### src/rtl/trip_pkg.sv
package trip_pkg;

    typedef enum logic [1:0] {
        ACT_KEEP = 2'b00,
        ACT_LOW  = 2'b01,
        ACT_HIGH = 2'b10,
        ACT_FLIP = 2'b11
    } act_e;

    typedef enum logic [1:0] {
        TRIP_NONE = 2'b00,
        TRIP_CBC  = 2'b01,
        TRIP_OST  = 2'b10,
        TRIP_OFF  = 2'b11
    } trip_e;

    // packed: first member is most significant, so a_up lands in [1:0]
    typedef struct packed {
        act_e b_dn;
        act_e b_up;
        act_e a_dn;
        act_e a_up;
    } act_set_t;

    localparam logic [1:0] ADDR_MODE = 2'd0;
    localparam logic [1:0] ADDR_CBC  = 2'd1;
    localparam logic [1:0] ADDR_OST  = 2'd2;
    localparam logic [1:0] ADDR_CMD  = 2'd3;

    function automatic logic apply_act(input act_e code, input logic raw);
        case (code)
            ACT_LOW:  return 1'b0;
            ACT_HIGH: return 1'b1;
            ACT_FLIP: return ~raw;
            default:  return raw;
        endcase
    endfunction

endpackage

### src/rtl/trip_cfg_regs.sv
module trip_cfg_regs
    import trip_pkg::*;
#(
    parameter int NUM_FAULTS = 3,
    parameter int ADDR_W     = 2,
    parameter int DATA_W     = 8
) (
    input  logic                    clk,
    input  logic                    rst_n,
    input  logic                    we_i,
    input  logic [ADDR_W-1:0]       addr_i,
    input  logic [DATA_W-1:0]       wdata_i,
    output logic [2*NUM_FAULTS-1:0] mode_o,
    output logic                    rel_zero_o,
    output act_set_t                cbc_act_o,
    output act_set_t                ost_act_o,
    output logic                    ost_clr_o
);

    localparam int MODE_W = 2 * NUM_FAULTS;
    localparam int SEL_BIT = MODE_W;

    typedef struct packed {
        logic [MODE_W-1:0] mode;
        logic              rel_zero;
        act_set_t          cbc;
        act_set_t          ost;
    } cfg_t;

    cfg_t cfg_d, cfg_q;
    logic unused_wdata;

    assign unused_wdata = ^wdata_i;

    always_comb begin
        cfg_d = cfg_q;
        if (we_i) begin
            case (addr_i)
                ADDR_MODE: begin
                    cfg_d.mode     = wdata_i[MODE_W-1:0];
                    cfg_d.rel_zero = wdata_i[SEL_BIT];
                end
                ADDR_CBC: cfg_d.cbc = act_set_t'(wdata_i[7:0]);
                ADDR_OST: cfg_d.ost = act_set_t'(wdata_i[7:0]);
                default:  cfg_d = cfg_q;
            endcase
        end
    end

    always_ff @(posedge clk or negedge rst_n) begin
        if (!rst_n) cfg_q <= '0;
        else        cfg_q <= cfg_d;
    end

    assign mode_o     = cfg_q.mode;
    assign rel_zero_o = cfg_q.rel_zero;
    assign cbc_act_o  = cfg_q.cbc;
    assign ost_act_o  = cfg_q.ost;
    assign ost_clr_o  = we_i && (addr_i == ADDR_CMD) && wdata_i[0];

    AST_MODE_STABLE_NO_WRITE: assert property (@(posedge clk) disable iff (!rst_n)
        !we_i |=> $stable(mode_o)) else $error("mode changed without write");

endmodule

### src/rtl/trip_latch.sv
module trip_latch (
    input  logic clk,
    input  logic rst_n,
    input  logic set_i,
    input  logic rel_i,
    output logic on_o
);

    typedef struct packed {
        logic held;
    } latch_t;

    latch_t st_d, st_q;

    always_comb begin
        st_d = st_q;
        if (set_i)      st_d.held = 1'b1;
        else if (rel_i) st_d.held = 1'b0;
    end

    always_ff @(posedge clk or negedge rst_n) begin
        if (!rst_n) st_q <= '0;
        else        st_q <= st_d;
    end

    assign on_o = set_i | st_q.held;

    AST_TRIP_CAPTURED: assert property (@(posedge clk) disable iff (!rst_n)
        set_i |=> on_o) else $error("trip not captured");

    AST_TRIP_HELD: assert property (@(posedge clk) disable iff (!rst_n)
        (on_o && !rel_i) |=> on_o) else $error("trip dropped early");

    AST_TRIP_RELEASE: assert property (@(posedge clk) disable iff (!rst_n)
        (rel_i && !set_i) |=> (on_o == set_i)) else $error("trip not released");

endmodule

### src/rtl/trip_override.sv
module trip_override
    import trip_pkg::*;
(
    input  logic raw_i,
    input  logic up_i,
    input  logic cbc_on_i,
    input  logic ost_on_i,
    input  act_e cbc_up_i,
    input  act_e cbc_dn_i,
    input  act_e ost_up_i,
    input  act_e ost_dn_i,
    output logic out_o
);

    act_e cbc_sel, ost_sel;

    always_comb begin
        cbc_sel = up_i ? cbc_up_i : cbc_dn_i;
        ost_sel = up_i ? ost_up_i : ost_dn_i;
        if (ost_on_i)      out_o = apply_act(ost_sel, raw_i);
        else if (cbc_on_i) out_o = apply_act(cbc_sel, raw_i);
        else               out_o = raw_i;
    end

endmodule

### src/rtl/pwm_trip_guard.sv
module pwm_trip_guard
    import trip_pkg::*;
#(
    parameter int NUM_FAULTS = 3,
    parameter int ADDR_W     = 2,
    parameter int DATA_W     = 8
) (
    input  logic                  clk,
    input  logic                  rst_n,
    input  logic [NUM_FAULTS-1:0] fault_i,
    input  logic                  pwm_a_i,
    input  logic                  pwm_b_i,
    input  logic                  cnt_up_i,
    input  logic                  evt_period_i,
    input  logic                  evt_zero_i,
    input  logic                  cfg_we_i,
    input  logic [ADDR_W-1:0]     cfg_addr_i,
    input  logic [DATA_W-1:0]     cfg_wdata_i,
    output logic                  pwm_a_o,
    output logic                  pwm_b_o,
    output logic                  cbc_active_o,
    output logic                  ost_active_o,
    output logic [NUM_FAULTS-1:0] cbc_irq_o,
    output logic [NUM_FAULTS-1:0] ost_irq_o
);

    localparam int MODE_W = 2 * NUM_FAULTS;
    localparam int NUM_CH = 2;

    typedef struct packed {
        logic [NUM_FAULTS-1:0] fault_prev;
    } edge_t;

    logic [MODE_W-1:0]     mode;
    logic                  rel_zero;
    act_set_t              cbc_act, ost_act;
    logic                  ost_clr;
    logic [NUM_FAULTS-1:0] cbc_hit, ost_hit, rise;
    logic                  cbc_rel;
    logic [NUM_CH-1:0]     raw_vec, out_vec;
    edge_t                 edge_d, edge_q;

    trip_cfg_regs #(
        .NUM_FAULTS(NUM_FAULTS),
        .ADDR_W    (ADDR_W),
        .DATA_W    (DATA_W)
    ) i_cfg (
        .clk       (clk),
        .rst_n     (rst_n),
        .we_i      (cfg_we_i),
        .addr_i    (cfg_addr_i),
        .wdata_i   (cfg_wdata_i),
        .mode_o    (mode),
        .rel_zero_o(rel_zero),
        .cbc_act_o (cbc_act),
        .ost_act_o (ost_act),
        .ost_clr_o (ost_clr)
    );

    for (genvar f = 0; f < NUM_FAULTS; f++) begin : g_fault
        assign cbc_hit[f] = fault_i[f] && (mode[2*f +: 2] == TRIP_CBC);
        assign ost_hit[f] = fault_i[f] && (mode[2*f +: 2] == TRIP_OST);
    end

    always_comb begin
        edge_d.fault_prev = fault_i;
    end

    always_ff @(posedge clk or negedge rst_n) begin
        if (!rst_n) edge_q <= '0;
        else        edge_q <= edge_d;
    end

    assign rise      = fault_i & ~edge_q.fault_prev;
    assign cbc_irq_o = rise & cbc_hit;
    assign ost_irq_o = rise & ost_hit;
    assign cbc_rel   = rel_zero ? evt_zero_i : evt_period_i;

    trip_latch i_cbc_latch (
        .clk  (clk),
        .rst_n(rst_n),
        .set_i(|cbc_hit),
        .rel_i(cbc_rel),
        .on_o (cbc_active_o)
    );

    trip_latch i_ost_latch (
        .clk  (clk),
        .rst_n(rst_n),
        .set_i(|ost_hit),
        .rel_i(ost_clr),
        .on_o (ost_active_o)
    );

    assign raw_vec = {pwm_b_i, pwm_a_i};

    for (genvar c = 0; c < NUM_CH; c++) begin : g_ch
        trip_override i_ovr (
            .raw_i   (raw_vec[c]),
            .up_i    (cnt_up_i),
            .cbc_on_i(cbc_active_o),
            .ost_on_i(ost_active_o),
            .cbc_up_i(c == 0 ? cbc_act.a_up : cbc_act.b_up),
            .cbc_dn_i(c == 0 ? cbc_act.a_dn : cbc_act.b_dn),
            .ost_up_i(c == 0 ? ost_act.a_up : ost_act.b_up),
            .ost_dn_i(c == 0 ? ost_act.a_dn : ost_act.b_dn),
            .out_o   (out_vec[c])
        );
    end

    assign pwm_a_o = out_vec[0];
    assign pwm_b_o = out_vec[1];

    AST_PASS_WHEN_IDLE: assert property (@(posedge clk) disable iff (!rst_n)
        (!cbc_active_o && !ost_active_o) |-> (pwm_a_o == pwm_a_i && pwm_b_o == pwm_b_i))
        else $error("override while idle");

    AST_IRQ_SINGLE_CYCLE: assert property (@(posedge clk) disable iff (!rst_n)
        (cbc_irq_o != '0) |=> ((cbc_irq_o & $past(cbc_irq_o)) == '0))
        else $error("cbc irq longer than one cycle");

    AST_IRQ_ONE_TYPE: assert property (@(posedge clk) disable iff (!rst_n)
        (cbc_irq_o & ost_irq_o) == '0) else $error("fault raised both irq types");

    AST_IRQ_MEANS_ACTIVE: assert property (@(posedge clk) disable iff (!rst_n)
        (ost_irq_o != '0) |-> ost_active_o) else $error("ost irq without trip");

endmodule

### config.mk
export PLATFORM = sky130hd
export DESIGN_NAME = pwm_trip_guard
export DESIGN_NICKNAME = d
export VERILOG_FILES = /design/src/rtl/trip_pkg.sv /design/src/rtl/trip_cfg_regs.sv /design/src/rtl/trip_latch.sv /design/src/rtl/trip_override.sv /design/src/rtl/pwm_trip_guard.sv
export SDC_FILE = /design/constraint.sdc
export NUM_CORES = 1
export LEC_CHECK = 0
export BUFFER_PORTS_ARGS = -buffer_cell sky130_fd_sc_hd__buf_4
export CAP_MARGIN = 5
export CORE_ASPECT_RATIO = 1.1
export CORE_MARGIN = 10
export CORE_UTILIZATION = 52
export CTS_BUF_LIST = sky130_fd_sc_hd__clkbuf_4 sky130_fd_sc_hd__clkbuf_8 sky130_fd_sc_hd__clkbuf_16
export CTS_CLUSTER_SIZE = 16
export DETAILED_ROUTE_END_ITERATION = 10
export PLACE_DENSITY = 0.78
export SLEW_MARGIN = 20
export SYNTH_ARGS = -nofsm -noshare
export SYNTH_HDL_FRONTEND = slang
export SYNTH_SLANG_ARGS = --single-unit
### constraint.sdc
create_clock -name clk -period 1.4 [get_ports clk]
set_clock_uncertainty 0.1 [all_clocks]
set_input_delay 0.28 -clock clk [delete_from_list [all_inputs] [get_ports clk]]
set_output_delay 0.28 -clock clk [all_outputs]
set_load 0.005 [all_outputs]
==> run_results.csv <==
group,metric,value,unit
timing,rsz0062_at_grt,"true",
synthesis,synthCells,91,
timing,max_slew.worst_pin.slew,0.349,ns
global_route,grt_busiest_layer,"met2",
clock_tree,clock-sinks,28,
final_layout,drive_above_1_share,61.0,%
final_layout,fillers,158,
status,violations,"setup timing",
global_route,grt_use_met3,3.53,%
final_layout,mostFrequentLayoutCells,"buf_4, dfrtp_1, mux2_2, buf_6, inv_1",
global_route,gr-usage-met2,20.0,%
clock_tree,cts_tree,"yes",
setup_path,reg2reg_to,"i_ost_latch.st_q",
setup_path,r2r_start,"i_cfg.mode_o[4]",
detailed_routing,detail_route.wl_per_cell,16.9,um
status,status,"finished, violations left",
placement,port_buffers,30,
die,die_w,68.0,um
final_layout,final_cells,177,
power_and_ir_drop,vdd_drop_max,969,uV
timing,hold_viol,0,
synthesis,ys_types,16,
placement,dpl.hpwl,2.22,mm
die,rows,19,
clock_tree,clk_pin_slew_worst_paths,0.15,ns
timing,period_minus_slack,2.02,ns
worst_hold_path,min_path_type,"input port to register",
clock_tree,numCtsBuffers,3,
final_layout,antenna-diode-count,0,
timing,final-setup-viol-count,10,
timing,drv_slew,0,
global_route,grt_overflow_total,0,
worst_hold_path,hp-start,"cfg_wdata_i[7]",
detailed_routing,via_count,930,
setup_path,startpoint_type,"register",
setup_path,required,1.02,ns
synthesis,synth-seq-area-share,53.2,%
global_route,antenna_found_initial,0,
global_route,grt_pass1_vias,1045,
final_layout,syn_to_final_growth,45.0,%
setup_path,criticalPathCategory,"register to output port",
worst_hold_path,worstHoldEndpoint,"i_cfg.cbc_act_o[7]",
clock_tree,htreeDepth,1,
setup_path,crit_path_end_kind,"output port",
timing,max_freq,0.494,GHz
timing,worst_slack,-0.624,ns
placement,gp_congestion,0.788,
die,core,2470,um2
clock_tree,cts_root_buf,"clkbuf_4",
detailed_routing,drtIter0Drc,26,
placement,pre_cts_ws,-0.262,ns
detailed_routing,drc,0,
placement,placed_cells,165,
final_layout,final_common_cell,"buf_4",
synthesis,syn_nets,112,
setup_path,arrival,1.64,ns
setup_path,crit_fanout,3,
setup_path,rrSetupSlack,0.26,ns
die,die_area,4950,um2
synthesis,ys_seq_elements,28,
power_and_ir_drop,power.total,2.27,mW
timing,slew_headroom,76.7,%
power_and_ir_drop,leakage,0.901,nW
detailed_routing,viasPerCell,5.25,
detailed_routing,routed_wl,2.99,mm
synthesis,postSynthAreaPerCell,14.5,um2
synthesis,yosysWarnings,0,
die,ios,31,
die,initial_core_util,53.2,%
global_route,grt_pass1_wl,4.60,mm
power_and_ir_drop,powerDensity,1190,nW/um2
setup_path,ff2ff_path_depth,4,
run,cap_violations,0,
worst_hold_path,whs_path_depth,2,
clock_tree,cts_buffer_depth,2,
detailed_routing,antenna_left,0,
global_route,grt_start_max_net_pins,29,
die,die_h,72.8,um
final_layout,final_nets,168,
detailed_routing,drt-pass1-iter-count,4,
global_route,use_met1,13.5,%
global_route,grtUsageTotal,12.0,%
timing,finalCritPeriodShare,145,%
clock_tree,clk_latency,0.33,ns
synthesis,synth_area,1320,um2
-- flip-flops by register name (all words and copies together), names as in the netlist --
register and flops:
i_cfg.ost_act_o 8, i_cfg.rel_zero_o 1, i_ost_latch.st_q 1, edge_q 3, i_cbc_latch.st_q 1, i_cfg.mode_o 6, i_cfg.cbc_act_o 8
-- synth_stat cells, drive strengths merged --
cell type	n	share of area, %
nand4	2	0.95
inv	9	2.6
dfrtp	28	53
nand3b	8	5.1
mux4	4	7.4
mux2	23	20
nor4bb	4	3.0
nand3	1	0.38
nor2	3	0.86
nand2	1	0.28
nand4b	1	0.67
nor3b	1	1.4
mux2i	5	3.8
a21o	1	0.57
-- worst max-delay path by stage --
| stage | startpoint | to | slack, ns | cells past startpoint |
|---|---|---|---|---|
| 6_report | i_cfg.mode_o[1] | pwm_a_o | -0.62 | 5 |
| 3_3_place_gp | cnt_up_i | pwm_b_o | -0.23 | 5 |
| 2_1_floorplan | i_cfg.mode_o[5] | pwm_a_o | -0.003 | 4 |
| 5_1_grt | i_cfg.mode_o[1] | pwm_b_o | -0.74 | 5 |
| 3_5_place_dp | cnt_up_i | pwm_a_o | -0.26 | 5 |
| 4_1_cts | i_cfg.mode_o[1] | pwm_a_o | -0.63 | 5 |
-- repair_timing --
item / in CTS / in global routing
hold buffers: 3 / 0
setup buffers: 4 / 6
endpoints found under the hold margin: 30 / 0
endpoints found under the setup margin: 10 / 10
pin swaps: 7 / 8
cloned: 0 / 0
gates resized for setup: 14 / 11
-- power by group --
part	switching [mW]	internal (mW)
Clock	0.237	0.290
Combinational	0.243	0.459
Sequential	0.0936	0.952
Total	0.573	1.70
-- metrics by stage --
step	utilization, %	setup TNS (ns)	hold slack (ns)	cell area (um2)
global route	77.2	-4.73	0.0630	1910
finish	77.2	-3.87	0.0773	1910
floorplan	-	-0.00654	-0.116	1320
detailed placement	67.9	-0.711	0.114	1680
CTS	73.9	-3.97	0.0608	1830
global placement	67.9	-0.672	0.113	1680
-- logic make-up after synthesis --
family          count (synthesis)  share of synthesized area (%)
compound gates                  1                          0.571
simple gates                   21                           12.7
buf+inv                         9                           2.57
mux                            32                           30.9
flops                          28                           53.2
-- final cells by class --
class                   count  area, um2  area share [%]
flip-flops and latches     28        701            36.7
multi-input cells          54        656            34.4
repair buffers             51        424            22.2
well taps                  31       38.8            2.03
inverters                   9       36.3            1.90
clock inverters             1       30.0            1.57
clock buffers               3       22.5            1.18
-- layer usage --
layer	routed length (um)	part of all wire, %
met4	65	2.2
met3	229	7.7
met1	1140	38
met5	0	0
met2	1560	52
-- worst max-delay path, stage by stage, from the launching register on --
cell and delay, ns:
dfrtp_1 0.43, nand3b_1 0.21, nand4b_1 0.23, mux2i_1 0.22
mux2i_1 0.09, buf_4 0.14
(Power assumes the default switching activity.)
